==> config.mk <==
export PLATFORM = sky130hd
export DESIGN_NAME = adc_irq_ctrl
export DESIGN_NICKNAME = d
export VERILOG_FILES = /design/src/rtl/adc_irq_pkg.sv /design/src/rtl/irq_limit_chan.sv /design/src/rtl/irq_dav_flag.sv /design/src/rtl/irq_pen_gate.sv /design/src/rtl/adc_irq_ctrl.sv
export SDC_FILE = /design/constraint.sdc
export NUM_CORES = 1
export LEC_CHECK = 0
export BUFFER_PORTS_ARGS = -buffer_cell sky130_fd_sc_hd__buf_4
export CORE_MARGIN = 2
export CORE_UTILIZATION = 46
export DETAILED_ROUTE_END_ITERATION = 10
export GPL_TIMING_DRIVEN = 0
export PLACE_DENSITY = 0.92
export RECOVER_POWER = 25
export SLEW_MARGIN = 20
export SYNTH_ARGS = -nofsm -noshare
export SYNTH_HDL_FRONTEND = slang
export SYNTH_SLANG_ARGS = --single-unit
export TNS_END_PERCENT = 10
==> constraint.sdc <==
create_clock -name clk -period 1.2 [get_ports clk]
set_clock_uncertainty 0.15 [all_clocks]
set_input_delay 0.12 -clock clk [delete_from_list [all_inputs] [get_ports clk]]
set_output_delay 0.12 -clock clk [all_outputs]
set_load 0.02 [all_outputs]
==> src/rtl/adc_irq_pkg.sv <==
`timescale 1ns/1ps
package adc_irq_pkg;
  localparam int unsigned CH_AUX = 0;
  localparam int unsigned CH_BAT = 1;
  localparam int unsigned CH_TMP = 2;

  typedef enum logic {
    INT_DATA_READY  = 1'b0,
    INT_LIMIT_ALARM = 1'b1
  } int_mode_e;
endpackage

==> src/rtl/irq_limit_chan.sv <==
`timescale 1ns/1ps
module irq_limit_chan #(
  parameter int unsigned RES_W = 12
) (
  input  logic             clk,
  input  logic             rst_n,
  input  logic             wr_en,
  input  logic [RES_W-1:0] res,
  input  logic [RES_W-1:0] lim_hi,
  input  logic [RES_W-1:0] lim_lo,
  input  logic             clr_hi,
  input  logic             clr_lo,
  output logic             hi_q,
  output logic             lo_q
);
  logic above, below;

  assign above = wr_en && (res > lim_hi);
  assign below = wr_en && (res < lim_lo);

  always_ff @(posedge clk or negedge rst_n) begin
    if (!rst_n) begin
      hi_q <= 1'b0;
      lo_q <= 1'b0;
    end else begin
      if (above)       hi_q <= 1'b1;
      else if (clr_hi) hi_q <= 1'b0;
      if (below)       lo_q <= 1'b1;
      else if (clr_lo) lo_q <= 1'b0;
    end
  end

  AST_HI_STICKY: assert property (@(posedge clk) disable iff (!rst_n)
    hi_q && !clr_hi |=> hi_q);
  AST_LO_STICKY: assert property (@(posedge clk) disable iff (!rst_n)
    lo_q && !clr_lo |=> lo_q);
  AST_EQ_NO_HI: assert property (@(posedge clk) disable iff (!rst_n)
    wr_en && (res == lim_hi) && !hi_q |=> !hi_q);
  AST_IDLE_NO_LO: assert property (@(posedge clk) disable iff (!rst_n)
    !wr_en && !lo_q |=> !lo_q);
endmodule

==> src/rtl/irq_dav_flag.sv <==
`timescale 1ns/1ps
module irq_dav_flag (
  input  logic clk,
  input  logic rst_n,
  input  logic seq_done,
  input  logic timer_start,
  input  logic host_read,
  input  logic spi_mode,
  input  logic rd_release,
  output logic dav_q
);
  logic rd_pend_q;
  logic clr_any;

  assign clr_any = host_read || timer_start || rd_pend_q;

  always_ff @(posedge clk or negedge rst_n) begin
    if (!rst_n) begin
      rd_pend_q <= 1'b0;
    end else if (!spi_mode || rd_release) begin
      rd_pend_q <= 1'b0;
    end else if (host_read) begin
      rd_pend_q <= 1'b1;
    end
  end

  always_ff @(posedge clk or negedge rst_n) begin
    if (!rst_n)        dav_q <= 1'b0;
    else if (seq_done) dav_q <= 1'b1;
    else if (clr_any)  dav_q <= 1'b0;
  end

  AST_DAV_SET: assert property (@(posedge clk) disable iff (!rst_n)
    seq_done |=> dav_q);
  AST_TIMER_CLR: assert property (@(posedge clk) disable iff (!rst_n)
    timer_start && !seq_done |=> !dav_q);
  AST_SPI_HOLD: assert property (@(posedge clk) disable iff (!rst_n)
    rd_pend_q && !seq_done |=> !dav_q);
  AST_DAV_KEEP: assert property (@(posedge clk) disable iff (!rst_n)
    dav_q && !clr_any |=> dav_q);
endmodule

==> src/rtl/irq_pen_gate.sv <==
`timescale 1ns/1ps
module irq_pen_gate (
  input  logic clk,
  input  logic rst_n,
  input  logic touch,
  input  logic pen_dis,
  input  logic conv_busy,
  output logic pen_n
);
  always_ff @(posedge clk or negedge rst_n) begin
    if (!rst_n) pen_n <= 1'b1;
    else        pen_n <= !(touch && !pen_dis && !conv_busy);
  end

  AST_PEN_BUSY: assert property (@(posedge clk) disable iff (!rst_n)
    conv_busy |=> pen_n);
  AST_PEN_DIS: assert property (@(posedge clk) disable iff (!rst_n)
    pen_dis |=> pen_n);
  AST_PEN_IDLE: assert property (@(posedge clk) disable iff (!rst_n)
    !touch |=> pen_n);
endmodule

==> src/rtl/adc_irq_ctrl.sv <==
`timescale 1ns/1ps
module adc_irq_ctrl #(
  parameter int unsigned RES_W  = 12,
  parameter int unsigned NUM_CH = 3,
  localparam int unsigned CH_W  = (NUM_CH > 1) ? $clog2(NUM_CH) : 1,
  localparam int unsigned ST_W  = 2 * NUM_CH
) (
  input  logic                    clk,
  input  logic                    rst_n,
  input  logic                    cfg_limit_mode,
  input  logic                    pen_dis,
  input  logic                    spi_mode,
  input  logic                    seq_done,
  input  logic                    timer_start,
  input  logic                    host_read,
  input  logic                    rd_release,
  input  logic                    conv_busy,
  input  logic                    touch,
  input  logic                    res_valid,
  input  logic [CH_W-1:0]         res_ch,
  input  logic [RES_W-1:0]        res_data,
  input  logic [NUM_CH*RES_W-1:0] lim_hi,
  input  logic [NUM_CH*RES_W-1:0] lim_lo,
  input  logic [NUM_CH-1:0]       ch_en,
  input  logic [ST_W-1:0]         stat_clr,
  output logic [ST_W-1:0]         stat_q,
  output logic                    int_n,
  output logic                    pen_n
);
  import adc_irq_pkg::*;

  int_mode_e       mode;
  logic            dav_q;
  logic [ST_W-1:0] en_mask;
  logic            alarm;

  assign mode = int_mode_e'(cfg_limit_mode);

  for (genvar c = 0; c < NUM_CH; c++) begin : g_ch
    logic wr_en;
    assign wr_en          = res_valid && (res_ch == CH_W'(c));
    assign en_mask[2*c]   = ch_en[c];
    assign en_mask[2*c+1] = ch_en[c];

    irq_limit_chan #(.RES_W(RES_W)) i_chan (
      .clk    (clk),
      .rst_n  (rst_n),
      .wr_en  (wr_en),
      .res    (res_data),
      .lim_hi (lim_hi[c*RES_W +: RES_W]),
      .lim_lo (lim_lo[c*RES_W +: RES_W]),
      .clr_hi (stat_clr[2*c]),
      .clr_lo (stat_clr[2*c+1]),
      .hi_q   (stat_q[2*c]),
      .lo_q   (stat_q[2*c+1])
    );
  end

  irq_dav_flag i_dav (
    .clk         (clk),
    .rst_n       (rst_n),
    .seq_done    (seq_done),
    .timer_start (timer_start),
    .host_read   (host_read),
    .spi_mode    (spi_mode),
    .rd_release  (rd_release),
    .dav_q       (dav_q)
  );

  irq_pen_gate i_pen (
    .clk       (clk),
    .rst_n     (rst_n),
    .touch     (touch),
    .pen_dis   (pen_dis),
    .conv_busy (conv_busy),
    .pen_n     (pen_n)
  );

  assign alarm = |(stat_q & en_mask);

  always_comb begin
    unique case (mode)
      INT_LIMIT_ALARM: int_n = !alarm;
      default:         int_n = !dav_q;
    endcase
  end

  AST_SEQ_INT_LOW: assert property (@(posedge clk) disable iff (!rst_n)
    seq_done && !cfg_limit_mode |=> !int_n || cfg_limit_mode);
  AST_STAT_KEEP: assert property (@(posedge clk) disable iff (!rst_n)
    (stat_clr == '0) |=> ((stat_q & $past(stat_q)) == $past(stat_q)));
endmodule

==> impl_metrics.yaml <==
run_status:
  status: "finished with violations"
  violations: "negative setup slack"
synth:
  synth_fp_nets: 451
  synth_most_common_cell: "inv_1"
  synth_cell_type_count: 29
  synth_area_per_cell_um2: 7.86
  synth_seq_cells: 9
  synthArstFlopShare: 1.00
  synth_edf_count: 0
  synth_top_area_frac: 0.400
  syn_area_mm2: 0.00216
  yosys-top-cells-area: "ha_1 (40%), inv_1 (13%), dfrtp_1 (9.3%)"
  yosysWarningCount: 0
  yosysSeqAreaShare: 0.105
  syn_inst: 275
  synthFlopType: "dfrtp_1"
  synth_top_cells_by_count: "inv_1 (74), ha_1 (69), a21oi_1 (22)"
  synth_top_cell_by_area: "ha_1"
critical_path:
  cp-start-kind: "input pin"
  r2r_start: "g_ch[0].i_chan.lo_q$_DFFE_PN0P_"
  cp.depth: 6
  critical_path.startpoint: "res_data[7]"
  crit_path_top_delay_cell: "ha_1"
  cp_num_buf_inv: 1
  slowest_delay_ns: 0.34
  worstSetupPathType: "input pin to flop"
  cpLargestDelayFamily: "compound AO/OA/AOI/OAI gates"
  cp.arrival_ns: 1.39
  endpoint_kind: "flop"
  r2r_end: "g_ch[0].i_chan.lo_q$_DFFE_PN0P_"
  worstPathCellList: "buf_4, ha_1, nand4_1, a211o_1, a21oi_2, o22ai_1"
  critPathMaxFanout: 6
  cp.required_ns: 1.16
  critPathCapture: "g_ch[2].i_chan.lo_q$_DFFE_PN0P_"
  reg2reg_depth: 3
  rrSetupSlack_ns: 0.18
hold_path:
  hp-class: "input pin to flop"
cts:
  clock-sinks: 9
  cts-buffers-inserted: 3
  cts_tree: "done"
  clockRootBuffer: "clkbuf_8"
  cts.path.max_buffers: 2
  clock_latency_ns: 0.24
  htree_levels: 1
  cts.clk_slew.worst_paths_ns: 0.05
global_routing:
  grt_max_degree: 10
  antenna_found_initial: 0
  grt_pass1_vias: 2596
  grt_overflow: 0
  grt_pass1_wl_um: 11700
  grt_usage: 0.280
drt:
  viasPerCell: 5.68
  wirelength_um: 8210
  wl_per_cell_um: 17.8
  ant_nets: 0
  vias: 2624
  first_iter_violations: 127
  drc_errors: 0
  first_pass_iters: 4
floorplan:
  die_h_um: 72.5
  fp.dieW_um: 72.5
  rows: 24
  dieArea_mm2: 0.00526
  ioPinCount: 115
  initial_utilization: 0.486
  coreArea_mm2: 0.00444
cells_and_area:
  final_cells: 462
  fillers: 266
  nets: 587
  area_growth_pct: 67.5
  regArea_um2: 226
  fin_area_mm2: 0.00362
  multiInputGateArea_mm2: 0.00187
  layout-drive-gt1-share: 0.429
  post-route-util: 0.814
  diodes: 0
power_and_ir_drop:
  p_per_area_mw_per_mm2: 536
  vdd_drop_max_v: 0.000238
  leakagePower_nw: 1.93
  finalPower_mw: 1.94
timing:
  tightest_slew_ns: 0.514
  fin_tns_setup_ns: -1.69
  setup_viol: 10
  maxSlewHeadroom: 0.657
  final.min_clock_period_ns: 1.44
  hold_viol: 0
  rsz0062_at_grt: "true"
  max_freq_mhz: 695
  fin_crit_sh: 1.20
  slew_violations: 0
  fin_ws_ns: -0.238
placement:
  io_buffers: 114
  dpl.hpwl_um: 5570
  placed_cells: 441
  gp_congestion: 0.819
  placed_cell_area_mm2: 0.00321
job:
  cap_violations: 0
## flip-flops by register name, summed over array words and instances (netlist names)
| register | cells |
|---|---|
| g_ch.i_chan.hi_q | 3 |
| g_ch.i_chan.lo_q | 3 |
| i_dav.dav_q | 1 |
| i_pen.pen_n | 1 |
| i_dav.rd_pend_q | 1 |
## cells by family after synthesis
logic type      Yosys count  share of synthesized area
fa+ha+maj                69                      0.400
compound gates           57                      0.184
buf+inv                  80                      0.149
simple gates             60                      0.162
flops                     9                      0.105
## cell type report
cell class | instances | area share
inverters | 74 | 0.0823
clock buffers | 4 | 0.0124
flip-flops and latches | 9 | 0.0626
repair buffers | 131 | 0.290
well taps | 52 | 0.0180
multi-input cells | 186 | 0.516
plain buffers | 6 | 0.0187
## where the power goes
group / internal, mW / switching (mW)
Sequential: 0.325 / 0.0211
Clock: 0.233 / 0.139
Combinational: 0.661 / 0.560
Total: 1.22 / 0.720
## layout by cell type (no fill, tap or decap), types with 2 or more instances in the layout
master	instances
nand3b_1	3
nand3_1	9
ha_1	55
buf_4	108
dlygate4sd3_1	11
a2111oi_2	2
ha_4	14
dfrtp_1	8
o22ai_1	4
nor2b_1	3
buf_6	17
nand2_1	8
nor3_1	2
nand4_1	16
a211o_1	3
clkbuf_8	3
o32ai_1	2
clkbuf_1	2
o21ai_0	4
a21oi_2	6
o21ai_2	3
nand2b_1	3
a211oi_2	5
a21o_1	3
inv_2	4
nor2b_4	3
o211ai_2	3
nor2_1	9
nor3b_1	2
a21oi_1	15
a211oi_1	3
inv_1	68
## worst min path at each step
stage                   from                         endpoint  slack, ns  cells past startpoint
global placement       rst_n  g_ch[2].i_chan.lo_q$_DFFE_PN0P_      -0.20                      1
CTS                  pen_dis            i_pen.pen_n$_DFF_PN1_      -0.07                      2
detailed placement     rst_n          i_dav.dav_q$_DFFE_PN0P_      -0.21                      1
global route        spi_mode      i_dav.rd_pend_q$_DFFE_PN0P_       0.03                      2
finish              spi_mode      i_dav.rd_pend_q$_DFFE_PN0P_       0.04                      2
floorplan              rst_n  g_ch[0].i_chan.hi_q$_DFFE_PN0P_      -0.33                      0
## per-stage QoR
| stage | worst slack, ns | hold WS, ns |
|---|---|---|
| after floorplan | -0.161 | -0.326 |
| after global placement | -0.540 | -0.205 |
| after detailed placement | -0.550 | -0.205 |
| after CTS | -0.184 | -0.0698 |
| after global routing | -0.298 | 0.0304 |
| final | -0.238 | 0.0355 |
## metal layers
layer | track usage | wire [um]
met3 | 0.0278 | 526
met4 | 0.0864 | 327
met1 | 0.319 | 2960
met5 | 0 | 0
met2 | 0.541 | 4390
## timing repair
item | in CTS | in global routing
endpoints found under the hold margin | 18 | 1
hold buffers | 10 | 1
setup endpoints to repair | 7 | 14
pin swaps | 13 | 2
gates resized for setup | 26 | 16
buffers inserted | 5 | 1
Note: power is estimated with default switching activity, not from simulation.
